===== src/rtl/idx_rmw_pkg.sv =====
package idx_rmw_pkg;
    localparam int DW = 8;

    typedef enum logic [2:0] {
        S_IDLE  = 3'd0,
        S_ADDR  = 3'd1,
        S_READ  = 3'd2,
        S_MOD   = 3'd3,
        S_WRITE = 3'd4,
        S_DONE  = 3'd5
    } st_e;

    localparam int F_C  = 0;
    localparam int F_N  = 1;
    localparam int F_PV = 2;
    localparam int F_H  = 4;
    localparam int F_Z  = 6;
    localparam int F_S  = 7;

    localparam logic [1:0] G_SHIFT = 2'b00;
    localparam logic [1:0] G_TEST  = 2'b01;
    localparam logic [1:0] G_CLR   = 2'b10;
    localparam logic [1:0] G_SET   = 2'b11;

    localparam logic [2:0] NO_COPY = 3'd6;
endpackage


===== src/rtl/idx_rmw_agen.sv =====
module idx_rmw_agen #(
    parameter int AW    = 16,
    parameter int DSP_W = 8
) (
    input  logic [AW-1:0]    base_i,
    input  logic [DSP_W-1:0] disp_i,
    output logic [AW-1:0]    ea_o
);
    localparam int EXT_W = AW - DSP_W;

    logic [AW-1:0] disp_ext;

    always_comb begin
        disp_ext = {{EXT_W{disp_i[DSP_W-1]}}, disp_i};
        ea_o     = base_i + disp_ext;
    end
endmodule


===== src/rtl/idx_rmw_alu.sv =====
module idx_rmw_alu
    import idx_rmw_pkg::*;
(
    input  logic [DW-1:0] op_i,
    input  logic [DW-1:0] din_i,
    input  logic [DW-1:0] fin_i,
    output logic [DW-1:0] dout_o,
    output logic [DW-1:0] fout_o,
    output logic          wr_mem_o,
    output logic          copy_o
);
    logic [1:0]    grp;
    logic [2:0]    sel;
    logic          cin;
    logic          cout;
    logic [DW-1:0] mask;

    always_comb begin
        grp    = op_i[7:6];
        sel    = op_i[5:3];
        cin    = fin_i[F_C];
        cout   = 1'b0;
        mask   = DW'(1) << sel;
        dout_o = din_i;
        fout_o = fin_i;
        unique case (grp)
            G_SHIFT: begin
                unique case (sel)
                    3'd0: begin cout = din_i[7]; dout_o = {din_i[6:0], din_i[7]}; end
                    3'd1: begin cout = din_i[0]; dout_o = {din_i[0], din_i[7:1]}; end
                    3'd2: begin cout = din_i[7]; dout_o = {din_i[6:0], cin}; end
                    3'd3: begin cout = din_i[0]; dout_o = {cin, din_i[7:1]}; end
                    3'd4: begin cout = din_i[7]; dout_o = {din_i[6:0], 1'b0}; end
                    3'd5: begin cout = din_i[0]; dout_o = {din_i[7], din_i[7:1]}; end
                    3'd6: begin cout = din_i[7]; dout_o = {din_i[6:0], 1'b1}; end
                    default: begin cout = din_i[0]; dout_o = {1'b0, din_i[7:1]}; end
                endcase
                fout_o[F_S]  = dout_o[7];
                fout_o[F_Z]  = (dout_o == '0);
                fout_o[F_H]  = 1'b0;
                fout_o[F_PV] = ~^dout_o;
                fout_o[F_N]  = 1'b0;
                fout_o[F_C]  = cout;
            end
            G_TEST: begin
                fout_o[F_Z]  = ~|(din_i & mask);
                fout_o[F_PV] = ~|(din_i & mask);
                fout_o[F_H]  = 1'b1;
                fout_o[F_N]  = 1'b0;
                fout_o[F_S]  = (sel == 3'd7) && din_i[7];
            end
            G_CLR:   dout_o = din_i & ~mask;
            default: dout_o = din_i | mask;
        endcase
        wr_mem_o = (grp != G_TEST);
        copy_o   = (grp != G_TEST) && (op_i[2:0] != NO_COPY);
    end
endmodule


===== src/rtl/idx_rmw_seq.sv =====
module idx_rmw_seq
    import idx_rmw_pkg::*;
#(
    parameter int AW    = 16,
    parameter int DSP_W = 8
) (
    input  logic             clk,
    input  logic             rst_n,
    input  logic             start,
    input  logic [AW-1:0]    base_val,
    input  logic [DSP_W-1:0] offset,
    input  logic [DW-1:0]    opcode,
    input  logic [DW-1:0]    flags_in,
    output logic             busy,
    output logic             done,
    output logic [DW-1:0]    flags_out,
    output logic             mem_en,
    output logic             mem_we,
    output logic [AW-1:0]    mem_addr,
    output logic [DW-1:0]    mem_wdata,
    input  logic [DW-1:0]    mem_rdata,
    output logic             rf_we,
    output logic [2:0]       rf_sel,
    output logic [DW-1:0]    rf_wdata
);
    typedef struct packed {
        st_e              st;
        logic [AW-1:0]    base;
        logic [DSP_W-1:0] disp;
        logic [AW-1:0]    ea;
        logic [DW-1:0]    op;
        logic [DW-1:0]    fin;
        logic [DW-1:0]    res;
        logic [DW-1:0]    flg;
    } regs_t;

    regs_t         r_q, r_d;
    logic [AW-1:0] ea_calc;
    logic [DW-1:0] alu_dout, alu_fout;
    logic          alu_wr, alu_copy;

    idx_rmw_agen #(.AW(AW), .DSP_W(DSP_W)) u_agen (
        .base_i (r_q.base),
        .disp_i (r_q.disp),
        .ea_o   (ea_calc)
    );

    idx_rmw_alu u_alu (
        .op_i     (r_q.op),
        .din_i    (mem_rdata),
        .fin_i    (r_q.fin),
        .dout_o   (alu_dout),
        .fout_o   (alu_fout),
        .wr_mem_o (alu_wr),
        .copy_o   (alu_copy)
    );

    always_comb begin
        r_d = r_q;
        unique case (r_q.st)
            S_IDLE: if (start) begin
                r_d.st   = S_ADDR;
                r_d.base = base_val;
                r_d.disp = offset;
                r_d.op   = opcode;
                r_d.fin  = flags_in;
            end
            S_ADDR: begin
                r_d.ea = ea_calc;
                r_d.st = S_READ;
            end
            S_READ: r_d.st = S_MOD;
            S_MOD: begin
                r_d.res = alu_dout;
                r_d.flg = alu_fout;
                r_d.st  = S_WRITE;
            end
            S_WRITE: r_d.st = S_DONE;
            default: r_d.st = S_IDLE;
        endcase
    end

    always_ff @(posedge clk) begin
        if (!rst_n) r_q <= '0;
        else        r_q <= r_d;
    end

    always_comb begin
        busy      = (r_q.st != S_IDLE);
        done      = (r_q.st == S_DONE);
        flags_out = r_q.flg;
        mem_addr  = r_q.ea;
        mem_wdata = r_q.res;
        mem_we    = (r_q.st == S_WRITE) && alu_wr;
        mem_en    = (r_q.st == S_READ) || mem_we;
        rf_we     = (r_q.st == S_WRITE) && alu_copy;
        rf_sel    = r_q.op[2:0];
        rf_wdata  = r_q.res;
    end

    p_done_single_r10: assert property (@(posedge clk) disable iff (!rst_n)
        done |=> !done);
    p_start_ignored_r3: assert property (@(posedge clk) disable iff (!rst_n)
        (busy && !done) |=> busy);
    p_write_addr_r1: assert property (@(posedge clk) disable iff (!rst_n)
        mem_we |-> ($past(mem_en, 2) && !$past(mem_we, 2) && mem_addr == $past(mem_addr, 2)));
    p_copy_with_write_r6: assert property (@(posedge clk) disable iff (!rst_n)
        rf_we |-> mem_we);
    p_no_copy_code6_r7: assert property (@(posedge clk) disable iff (!rst_n)
        rf_we |-> (rf_sel != NO_COPY));
    p_done_after_read_r2: assert property (@(posedge clk) disable iff (!rst_n)
        done |-> ($past(mem_en, 3) && !$past(mem_we, 3)));
endmodule


===== config.mk =====
export PLATFORM = sky130hd
export DESIGN_NAME = idx_rmw_seq
export DESIGN_NICKNAME = d
export VERILOG_FILES = /design/src/rtl/idx_rmw_pkg.sv /design/src/rtl/idx_rmw_agen.sv /design/src/rtl/idx_rmw_alu.sv /design/src/rtl/idx_rmw_seq.sv
export SDC_FILE = /design/constraint.sdc
export NUM_CORES = 1
export LEC_CHECK = 0
export BUFFER_PORTS_ARGS = -buffer_cell sky130_fd_sc_hd__buf_4
export CORE_MARGIN = 8
export CORE_UTILIZATION = 35
export DETAILED_ROUTE_END_ITERATION = 10
export GPL_TIMING_DRIVEN = 0
export HOLD_SLACK_MARGIN = 0.05
export PLACE_DENSITY = 0.66
export SETUP_SLACK_MARGIN = 0.3
export SLEW_MARGIN = 20
export SYNTH_ARGS = -nofsm -noshare
export SYNTH_HDL_FRONTEND = slang
export SYNTH_HIERARCHICAL = 1
export SYNTH_SLANG_ARGS = --single-unit
export TNS_END_PERCENT = 100

===== constraint.sdc =====
create_clock -name clk -period 3.6 [get_ports clk]
set_input_delay 0.36 -clock clk [delete_from_list [all_inputs] [get_ports clk]]
set_output_delay 0.36 -clock clk [all_outputs]
set_load 0.01 [all_outputs]

==> implementation parameters, run 1 <==
Parameter                              Value

Outcome
  Result of the run    complete, no violations

Die
  Die area    17820 sq um
  Number of top-level design ports    between 90 and 100
  Width of the die    133.5 um
  Number of placement rows    43
  Core area    ~14000 sq um
  Chip height    approximately 130 um
  Initial standard-cell utilization of the core    0.3535

Power and ir drop
  Combinational group share of total power    0.253
  Internal power    ~1.9 mW
  Part of the total power dissipated in sequential elements    0.358
  Tot Pwr    2.629 mW
  Clock group share of total power    0.389
  Total power divided by cell area    429.9 nW/um^2
  VDD IR-drop max    0.0002095 V
  Static leakage power    between 2 and 3 nW
  Net Switching    0.7373 mW
  Net switching share of the total power    0.2804

Synthesis
  Dominant register cell in the synthesized netlist    sky130_fd_sc_hd__dfxtp_1
  Synth async-reset ratio    0
  Synthesized area    ~4800 sq um
  Sequential fraction of the synthesis area    0.3108
  Net count of the mapped netlist    about 650
  Count of distinct cell types in the synthesized netlist    57
  Flip-flop and latch count after synthesis    75
  Cell count after synthesis    roughly 580
  Number of synthesis warnings    6
  Synthesized area per cell    between 8 and 9 sq um
  Number of synthesized flops with an enable pin    0

STA
  Endpoints failing hold    0
  Clk_skew    a little over 0.006 ns
  Minimum clock period    around 2.5 ns
  Unrepaired setup endpoints after global routing    no
  Relative slew slack    0.6392
  Pins Over Slew Limit    0
  Worst setup slack after layout    ~1.1 ns
  Final critical-path share of the clock period    0.7031
  Setup-violating endpoint count in the final report    0
  Sum Neg Setup Slack    0 ns
  Fmax achieved    approximately 400 MHz
  Worst-Margin Slew    around 0.54 ns

Hold path
  Min-delay src    base_val[1]
  Number of cells on the worst hold path    3
  Hold Crit Endpoint    r_q[57]$_SDFFE_PN0P_
  Hold/Removal Path Class    in2reg

Routing
  Average wire per standard cell    around 15 um
  Number of detailed-route iterations in the first pass    4
  Number of DRC markers after the initial detailed-route iteration    approximately 300
  Number of routed nets with antenna violations    0
  DRC violations left    0
  Post-detailed-route via-to-cell ratio    approximately 4.9
  Final Routed Wirelength    between 10000 and 15000 um
  Overall via count from detail_route    4230

Clock tree
  Clock Tree Root    sky130_fd_sc_hd__clkbuf_16
  CTS tree    yes
  Total CTS buffers    9
  Clock sink count    75
  Total number of H-tree levels    3
  Clock-pin slew on the worst setup and hold paths    about 0.060 ns
  Resize count post-CTS    0
  Clock insertion delay at the later pin of the skew report    around 0.34 ns
  Post-CTS Repair Setup Buffers    0
  Buffer depth of the longest clock path    2
  Number of buffers added to fix hold violations after cts    0

Critical path
  Kind of capture point of the worst setup path    flop
  Req. time, crit path    around 3.8 ns
  Setup CP Type    reg2reg
  Worst endpoint data arrival time    around 2.8 ns
  Type of origin of the critical path    flop
  Depth of the worst register-to-register path    9
  Worst reg2reg path endpoint    mem_addr[10]$_SDFFE_PN0N_
  Launching point of the worst reg2reg path    r_q[56]$_SDFFE_PN0P_
  Crit path max fanout    3
  Slack of the worst reg-to-reg path    between 1 and 1.5 ns

Layout
  Fill cells    around 1400
  Fraction of layout cells with a size suffix above 1    0.2674
  Inserted Diodes    0
  Area added between synthesis and finish    26.60%
  Utilization of the core after routing    0.4475
  Number of nets at the end of the flow    755

Global routing
  Vias in the first global route    around 4400
  Largest net degree at the start of global routing    13
  Total grt overflow    0
  Total routing resource utilization after global routing    0.1499
  Antenna violations before repair    0
  Wire length of the first global-routing pass    approximately 22000 um

Place
  Number of input and output port buffers inserted    97
  Final RePlAce weighted congestion    roughly 0.87
  Worst slack, placed    1.149 ns
  Final HPWL from detailed placement    approximately 10000 um

Job
  Max-cap violations    0
[state kept, by name, indices dropped and copies added (netlist names)]
signal,count
mem_wdata,8
flags_out,8
r_q,40
rf_sel,3
mem_addr,16
[placed cells by master (no fill, tap or decap), drive strengths merged, types with 14 or more instances in the layout]
cell	count
buf	164
a21oi	20
ha	19
o211ai	16
clkbuf	24
dfxtp	75
mux2i	83
nand2	162
o21ai	18
xnor2	14
[cells by family after synthesis]
group	after synthesis	share of synthesized area
buffers and inverters	89	0.1300
AO/OA/AOI/OAI	79	0.1101
XOR/XNOR	19	0.03445
adder cells (fa/ha/maj)	20	0.05335
AND/OR/NAND/NOR	211	0.1893
multiplexers	83	0.1720
flip-flops	75	0.3108
[power groups by stage]
stage / Sequential (mW) / Combinational, mW / Clock, mW
floorplan: 0.943 / 0.476 / 0
global placement: 0.956 / 0.656 / 0
detailed placement: 0.959 / 0.665 / 0
CTS: 0.941 / 0.669 / 1.05
global route: 0.950 / 0.727 / 1.09
finish: 0.941 / 0.665 / 1.02
[how the worst max path moves through the flow]
stage / from / to / slack, ns / cells after the start
3_3_place_gp: r_q[56]$_SDFFE_PN0P_ / mem_addr[10]$_SDFFE_PN0N_ / 1.19 / 9
3_5_place_dp: r_q[56]$_SDFFE_PN0P_ / mem_addr[10]$_SDFFE_PN0N_ / 1.15 / 9
4_1_cts: r_q[56]$_SDFFE_PN0P_ / mem_addr[10]$_SDFFE_PN0N_ / 1.10 / 9
5_1_grt: r_q[56]$_SDFFE_PN0P_ / mem_addr[14]$_SDFFE_PN0N_ / 0.94 / 9
6_report: r_q[56]$_SDFFE_PN0P_ / mem_addr[10]$_SDFFE_PN0N_ / 1.07 / 9
2_1_floorplan: r_q[56]$_SDFFE_PN0P_ / mem_addr[10]$_SDFFE_PN0N_ / 1.43 / 9
[layer usage]
metal	vias to the layer above	global-route usage	share of wire
li1	2138	-	-
met3	24	0.02560	0.045
met2	111	0.2466	0.47
met5	-	0	0
met1	1957	0.1853	0.46
met4	0	0.07361	0.025
[critical path: stages, from the launching register on]
cell and delay (ns):
sky130_fd_sc_hd__dfxtp_1 0.32, sky130_fd_sc_hd__ha_1 0.22, sky130_fd_sc_hd__fa_1 0.42, sky130_fd_sc_hd__a21o_2 0.27, sky130_fd_sc_hd__a311oi_2 0.40, sky130_fd_sc_hd__o21ai_0 0.20, sky130_fd_sc_hd__a311oi_1 0.32, sky130_fd_sc_hd__nor3_1 0.10
sky130_fd_sc_hd__nand2_1 0.09, sky130_fd_sc_hd__mux2i_1 0.07
[synth_stat cells, types with 2 or more instances]
cell type,instances,area share
sky130_fd_sc_hd__nand2_1,162,0.13
sky130_fd_sc_hd__mux2i_1,83,0.17
sky130_fd_sc_hd__dfxtp_1,75,0.31
sky130_fd_sc_hd__buf_4,47,0.073
sky130_fd_sc_hd__a21oi_1,20,0.021
sky130_fd_sc_hd__ha_1,19,0.049
sky130_fd_sc_hd__o21ai_0,17,0.018
sky130_fd_sc_hd__o211ai_1,16,0.025
sky130_fd_sc_hd__xnor2_1,14,0.025
sky130_fd_sc_hd__clkbuf_1,13,0.010
sky130_fd_sc_hd__buf_6,10,0.023
sky130_fd_sc_hd__nor2_1,9,0.0070
sky130_fd_sc_hd__nor3_1,9,0.0093
sky130_fd_sc_hd__inv_1,8,0.0062
sky130_fd_sc_hd__nand3_1,8,0.0083
sky130_fd_sc_hd__buf_2,5,0.0052
sky130_fd_sc_hd__xor2_1,5,0.0091
sky130_fd_sc_hd__buf_1,3,0.0023
sky130_fd_sc_hd__nand2b_1,3,0.0039
sky130_fd_sc_hd__a211o_1,2,0.0036
sky130_fd_sc_hd__a211oi_1,2,0.0031
sky130_fd_sc_hd__a21o_1,2,0.0031
sky130_fd_sc_hd__a31oi_1,2,0.0026
sky130_fd_sc_hd__and3b_1,2,0.0036
sky130_fd_sc_hd__buf_12,2,0.0083
sky130_fd_sc_hd__nor2b_1,2,0.0026
sky130_fd_sc_hd__nor3b_1,2,0.0031
sky130_fd_sc_hd__o21a_1,2,0.0031
sky130_fd_sc_hd__o21bai_1,2,0.0031
sky130_fd_sc_hd__o22ai_1,2,0.0026
sky130_fd_sc_hd__o311ai_0,2,0.0036
[cell type report]
class                      instances  area (sq um)  share of cell area
multi-input combinational        412          2701              0.4417
sequential                        75          1501              0.2455
buffer                            81         598.1             0.09779
tap                              180         225.2             0.03682
timing repair buffer              97         728.2              0.1191
inverter                           8         30.03            0.004910
clock buffer                      10         229.0             0.03744
clock inverter                     5         102.6             0.01678
[stage by stage]
stage | instance area [sq um] | cells | hold WS, ns
floorplan | 4831 | 576 | 0.4301
global placement | 5784 | 853 | 0.4413
detailed placement | 5784 | 853 | 0.4467
CTS | 6116 | 868 | 0.2666
global route | 6116 | 868 | 0.2749
finish | 6116 | 868 | 0.2747
Power figures use the tool's default switching activity.
==> run 2: changes to the inputs <==
- PLACE_DENSITY: 0.66 -> 0.68
- clock period: 3.6 -> 2 ns (I/O delays scaled with it)
==> run 2 against run 1 <==
  * The run now ends with negative setup slack left
  * Sequential share of layout area is 2.0 points lower
  * Clock skew is 0.0014 ns lower
  * Power is 91% higher
  * Clock power grew 82%
  * Critical path depth is the same
  * Worst setup slack worse by 1.3 ns
  * Global-route usage decreased by 0.30 points
  * Via count rose by 2.6%
  * Clock-buffer cell count is the same
  * Sequential power up 83%
  * Critical endpoint is now mem_addr[12]$_SDFFE_PN0N_
  * Largest power group unchanged
==> implementation parameters, run 2 (synthesized netlist as in run 1, its figures left out) <==
Parameter                              Value

Routing
  Number of detailed-route iterations in the first pass    5
  DRC violations left    0
  Post-detailed-route via-to-cell ratio    slightly below 5
  Average wire per standard cell    around 15 um
  Overall via count from detail_route    between 4000 and 5000
  Number of DRC markers after the initial detailed-route iteration    between 200 and 300
  Final Routed Wirelength    roughly 13000 um
  Number of routed nets with antenna violations    0

Global routing
  Total grt overflow    0
  Vias in the first global route    around 4300
  Total routing resource utilization after global routing    0.1469
  Wire length of the first global-routing pass    approximately 21000 um
  Largest net degree at the start of global routing    14
  Antenna violations before repair    0

STA
  Final critical-path share of the clock period    1.095
  Clk_skew    about 0.0048 ns
  Endpoints failing hold    0
  Fmax achieved    about 460 MHz
  Unrepaired setup endpoints after global routing    yes
  Worst setup slack after layout    -0.1900 ns
  Worst-Margin Slew    0.5543 ns
  Setup-violating endpoint count in the final report    6
  Minimum clock period    about 2.2 ns
  Pins Over Slew Limit    0
  Relative slew slack    0.6305

Layout
  Area added between synthesis and finish    40.04%
  Inserted Diodes    0
  Fraction of layout cells with a size suffix above 1    0.3842
  Flip-flop count of the largest register after layout    40
  Most common library cell in the layout ignoring fill and taps    sky130_fd_sc_hd__nand2_1
  Reg with most FFs    r_q
  Utilization of the core after routing    0.4951
  Post-Layout Cell Count    about 890
  Final design area excluding fillers    just under 7000 sq um
  Number of nets at the end of the flow    774
  Highest-count cells in the layout ignoring fill and taps    159 x sky130_fd_sc_hd__nand2_1, 158 x sky130_fd_sc_hd__buf_4, 79 x sky130_fd_sc_hd__mux2i_1

Place
  Final RePlAce weighted congestion    approximately 0.9
  Dpl cell area    between 5000 and 6000 sq um
  Final HPWL from detailed placement    9582 um
  Number of instances in the placed design    around 850
  Number of input and output port buffers inserted    a little under 100
  Worst slack, placed    -0.2386 ns

Clock tree
  Clock sink count    75
  Clock Tree Root    sky130_fd_sc_hd__clkbuf_16
  Total CTS buffers    9
  Buffer depth of the longest clock path    2
  Clock insertion delay at the later pin of the skew report    roughly 0.33 ns
  Clock-pin slew on the worst setup and hold paths    around 0.06 ns
  Total number of H-tree levels    3
  CTS tree    yes

Die
  Chip height    between 100 and 150 um
  Width of the die    133.5 um
  Number of placement rows    43
  Die area    around 18000 sq um
  Number of top-level design ports    between 90 and 100
  Initial standard-cell utilization of the core    0.3535
  Core area    between 10000 and 15000 sq um

Power and ir drop
  Static leakage power    about 2.8 nW
  Total power divided by cell area    741.7 nW/um^2
  Tot Pwr    5.018 mW
  VDD IR-drop max    0.0004340 V

Critical path
  Worst-path cell chain    ha_4 -> fa_2 -> a21o_4 -> a311oi_4 -> nor3_2 -> o41ai_2 -> xnor2_1 -> nand2_1 -> mux2i_1
  Crit path largest cell delay    ~0.35 ns
  Worst endpoint data arrival time    2.45 ns
  Cell at the slowest stage of the critical path    sky130_fd_sc_hd__fa_2
  Type of origin of the critical path    flop
  Setup CP Type    reg2reg
  Req. time, crit path    2.26 ns
  Kind of capture point of the worst setup path    flop
  Crit path max fanout    3

Job
  Max-cap violations    0

Hold path
  Hold/Removal Path Class    in2reg

Outcome
  Result of the run    finished with violations
  Failing checks    negative setup slack
==> run 2: cell types whose count changed in the layout (fill, tap and decap cells not counted), moves of 4 or more <==
cell / delta
sky130_fd_sc_hd__ha_4: +15
sky130_fd_sc_hd__dfxtp_1: -14
sky130_fd_sc_hd__dfxtp_2: +12
sky130_fd_sc_hd__a21oi_1: -10
sky130_fd_sc_hd__buf_4: +14
sky130_fd_sc_hd__o21ai_0: -5
sky130_fd_sc_hd__ha_1: -16
sky130_fd_sc_hd__mux2i_1: -4
sky130_fd_sc_hd__a21oi_2: +7
==> run 2: routing by layer <==
metal  up-vias  track usage  share of wire
met3        28      0.02485          0.056
met2       149       0.2396           0.46
met1      1975       0.1851           0.45
li1       2189            -              -
met4         0      0.06737          0.027
met5         -            0              0
==> run 2: worst paths after layout <==
check	start	slack (ns)	endpoint	cells after the start
setup / recovery	r_q[48]$_SDFFE_PN0P_	-0.19	mem_addr[12]$_SDFFE_PN0N_	9
hold / removal	base_val[0]	0.11	r_q[56]$_SDFFE_PN0P_	3
setup reg to reg	r_q[48]$_SDFFE_PN0P_	-0.19	mem_addr[12]$_SDFFE_PN0N_	9
hold reg to reg	r_q[17]$_SDFFE_PN0P_	0.46	r_q[17]$_SDFFE_PN0P_	2
==> run 2: final cells by class <==
type | instances | area (sq um)
plain buffers | 81 | 620.6
clock buffers | 10 | 229.0
clock inverters | 6 | 113.9
fillers | 1284 | 6900
inverters | 8 | 32.53
multi-input cells | 412 | 3138
flip-flops and latches | 75 | 1524
well taps | 180 | 225.2
repair buffers | 116 | 882.1
==> run 2: repair_timing <==
item	4_1_cts	5_1_grt
endpoints found under the setup margin	15	16
resized for setup	57	30
endpoints found under the hold margin	0	0
hold buffers	0	0
pin swaps	16	14
buffers inserted	17	2
==> run 2: where the power goes <==
part           total [mW]  leakage [nW]  switching, mW  internal (mW)
clock network        1.86         0.159          0.637           1.22
logic                1.44          2.03          0.690          0.751
registers            1.72         0.618          0.106           1.61
==> run 2: per-stage QoR <==
step           setup TNS (ns)  hold slack, ns
5_1_grt                -1.229          0.1250
4_1_cts               -0.5405          0.1028
3_5_place_dp          -0.7904          0.4483
6_report              -0.5844          0.1116
3_3_place_gp          -0.7639          0.4447
2_1_floorplan       -0.008040          0.3346
==> run 2: worst max-delay path: cells and delay by family, from the launching register on <==
| kind | cells | cell delay, ns |
|---|---|---|
| mux | 1 | 0.14 |
| flops | 1 | 0.34 |
| simple gates | 2 | 0.17 |
| fa+ha+maj | 2 | 0.51 |
| xor+xnor | 1 | 0.16 |
| compound gates | 3 | 0.79 |
==> run 3: changes to the inputs <==
- ABC_AREA: default -> 1
- PLACE_DENSITY: 0.68 -> 0.67
==> run 3 against run 2 <==
  * The flow now finishes without violations
  * Combinational power up 54%
  * Worst setup slack improved by 0.39 ns
  * Design area increased by 11%
  * Global-route usage rose by 0.45 points
  * Flip-flop and latch count unchanged
==> implementation parameters, run 3 <==
Parameter                              Value

Synthesis
  Dominant register cell in the synthesized netlist    sky130_fd_sc_hd__dfxtp_1
  Most common cell in the netlist    sky130_fd_sc_hd__nand2_1
  Synthesized area    about 5600 sq um
  Number of synthesis warnings    6
  Share of Yosys cell area claimed by the top area cell type    0.2688
  Synthesized area per cell    around 6 sq um
  Top cells by instance count after synthesis    247 x sky130_fd_sc_hd__nand2_1, 199 x sky130_fd_sc_hd__inv_1, 127 x sky130_fd_sc_hd__nor2_1
  Cell taking the most area after synthesis    sky130_fd_sc_hd__dfxtp_1
  Synth async-reset ratio    0
  Top post-synthesis cells by area    sky130_fd_sc_hd__dfxtp_1 27%, sky130_fd_sc_hd__nand2_1 17%, sky130_fd_sc_hd__inv_1 13%
  Sequential fraction of the synthesis area    0.2688
  Flip-flop and latch count after synthesis    75
  Number of synthesized flops with an enable pin    0
  Count of distinct cell types in the synthesized netlist    37
  Net count of the mapped netlist    1001
  Cell count after synthesis    930

Routing
  Number of detailed-route iterations in the first pass    5
  Post-detailed-route via-to-cell ratio    4.422
  Number of routed nets with antenna violations    0
  Average wire per standard cell    approximately 12 um
  DRC violations left    0
  Overall via count from detail_route    between 5000 and 6000
  Final Routed Wirelength    15710 um
  Number of DRC markers after the initial detailed-route iteration    about 400

STA
  Setup-violating endpoint count in the final report    0
  Minimum hold slack    around 0.18 ns
  Pins Over Slew Limit    0
  Relative slew slack    0.6215
  Worst-Margin Slew    about 0.57 ns
  Fmax achieved    approximately 550 MHz
  Sum Neg Setup Slack    0 ns
  Endpoints failing hold    0
  Minimum clock period    1.802 ns
  Worst setup slack after layout    between 0.15 and 0.2 ns
  Unrepaired setup endpoints after global routing    yes
  Clk_skew    0.009705 ns
  Final critical-path share of the clock period    0.9011

Clock tree
  Total CTS buffers    9
  Clock Tree Root    sky130_fd_sc_hd__clkbuf_16
  CTS tree    yes
  Total number of H-tree levels    3
  Clock insertion delay at the later pin of the skew report    around 0.34 ns
  Buffer depth of the longest clock path    2
  Clock sink count    75
  Clock-pin slew on the worst setup and hold paths    ~0.060 ns

Job
  Max-cap violations    0

Hold path
  Hold/Removal Path Class    in2reg

Place
  Worst slack, placed    around 0.12 ns
  Final HPWL from detailed placement    between 10000 and 15000 um
  Number of input and output port buffers inserted    96
  Final RePlAce weighted congestion    0.8644

Die
  Core area    15770 sq um
  Number of placement rows    between 40 and 50
  Initial standard-cell utilization of the core    0.3542
  Die area    ~20000 sq um
  Width of the die    around 140 um
  Chip height    around 140 um
  Number of top-level design ports    99

Global routing
  Wire length of the first global-routing pass    24620 um
  Antenna violations before repair    0
  Vias in the first global route    about 5100
  Largest net degree at the start of global routing    15
  Total grt overflow    0
  Total routing resource utilization after global routing    0.1514

Critical path
  Crit path max fanout    6
  Setup CP Type    reg2reg
  Type of origin of the critical path    flop
  Req. time, crit path    between 2 and 2.5 ns
  Kind of capture point of the worst setup path    flop
  Worst endpoint data arrival time    about 2 ns

Power and ir drop
  Tot Pwr    around 5.8 mW
  Static leakage power    4.289 nW
  VDD IR-drop max    between 0.0004 and 0.0005 V
  Total power divided by cell area    776.8 nW/um^2

Layout
  Fraction of layout cells with a size suffix above 1    0.2943
  Highest-count cells in the layout ignoring fill and taps    230 x sky130_fd_sc_hd__nand2_1, 191 x sky130_fd_sc_hd__inv_1, 163 x sky130_fd_sc_hd__buf_4
  Inserted Diodes    0
  Number of nets at the end of the flow    approximately 1100
  Reg with most FFs    r_q
  Flip-flop count of the largest register after layout    40
  Most common library cell in the layout ignoring fill and taps    sky130_fd_sc_hd__nand2_1
  Area added between synthesis and finish    34.18%
  Utilization of the core after routing    0.4752

Outcome
  Result of the run    complete, no violations
-- run 3: logic make-up (layout without fill, tap and decap cells) --
| logic type | after synthesis | in the layout | synth area share |
|---|---|---|---|
| simple gates | 482 | 482 | 0.3750 |
| buf+inv | 291 | 428 | 0.2422 |
| flops | 75 | 75 | 0.2688 |
| compound gates | 54 | 54 | 0.05533 |
| fa+ha+maj | 20 | 20 | 0.04615 |
| xor+xnor | 8 | 8 | 0.01255 |
-- run 3: metal layers --
layer / global-route usage / vias up / part of all wire
met2: 0.2457 / 146 / 0.47
li1: - / 2993 / -
met1: 0.1923 / 2512 / 0.46
met4: 0.05369 / 0 / 0.019
met5: 0 / - / 0
met3: 0.03489 / 22 / 0.057
-- run 3: worst paths after layout --
| kind | slack (ns) | startpoint | to | cells past startpoint |
|---|---|---|---|---|
| worst max-delay path | 0.20 | r_q[27]$_SDFFE_PN0P_ | flags_out[2]$_SDFFE_PN0N_ | 17 |
| worst min-delay path | 0.18 | base_val[9] | r_q[65]$_SDFFE_PN0P_ | 5 |
| worst max register to register | 0.20 | r_q[27]$_SDFFE_PN0P_ | flags_out[2]$_SDFFE_PN0N_ | 17 |
| worst min register to register | 0.51 | r_q[19]$_SDFFE_PN0P_ | r_q[19]$_SDFFE_PN0P_ | 4 |
-- run 3: power by group --
| group | switching (mW) | internal (mW) |
|---|---|---|
| clock | 0.684 | 1.10 |
| sequential | 0.146 | 1.67 |
| combinational | 1.21 | 1.02 |
| total | 2.03 | 3.79 |
-- run 3: metrics by stage --
| step | cell area [sq um] | cells |
|---|---|---|
| detailed placement | 6601 | 1242 |
| global route | 7495 | 1283 |
| floorplan | 5610 | 930 |
| global placement | 6601 | 1242 |
| CTS | 7077 | 1263 |
| finish | 7495 | 1283 |
-- run 3: critical path, cell delays in order, from the launching register on --
cell                      delay (ns)
sky130_fd_sc_hd__dfxtp_4        0.36
sky130_fd_sc_hd__buf_12         0.14
sky130_fd_sc_hd__buf_12         0.13
sky130_fd_sc_hd__nor2_4         0.09
sky130_fd_sc_hd__nand2_1        0.07
sky130_fd_sc_hd__nand3_2        0.10
sky130_fd_sc_hd__inv_2          0.05
sky130_fd_sc_hd__ha_4           0.21
sky130_fd_sc_hd__inv_1          0.06
sky130_fd_sc_hd__nand2_1        0.05
sky130_fd_sc_hd__nand2_1        0.06
sky130_fd_sc_hd__nand2_1        0.06
sky130_fd_sc_hd__nand3_2        0.06
sky130_fd_sc_hd__nand2_1        0.05
sky130_fd_sc_hd__inv_1          0.05
sky130_fd_sc_hd__nand2_1        0.04
sky130_fd_sc_hd__nor2_1         0.08
sky130_fd_sc_hd__nor2_1         0.04
-- run 3: layout make-up --
| type | count | area [sq um] |
|---|---|---|
| buffer | 82 | 603.1 |
| clock buffer | 9 | 225.2 |
| clock inverter | 7 | 97.59 |
| fill | 1657 | 8275 |
| inverter | 209 | 792.0 |
| multi-input combinational | 564 | 3050 |
| sequential | 75 | 1516 |
| tap | 216 | 270.3 |
| timing repair buffer | 121 | 939.7 |
-- run 3: timing repair --
item	CTS	global route
setup buffers	3	20
endpoints found under the setup margin	13	14
pin swaps	21	40
gates cloned	2	0
resized for setup	30	68
hold buffers	0	0
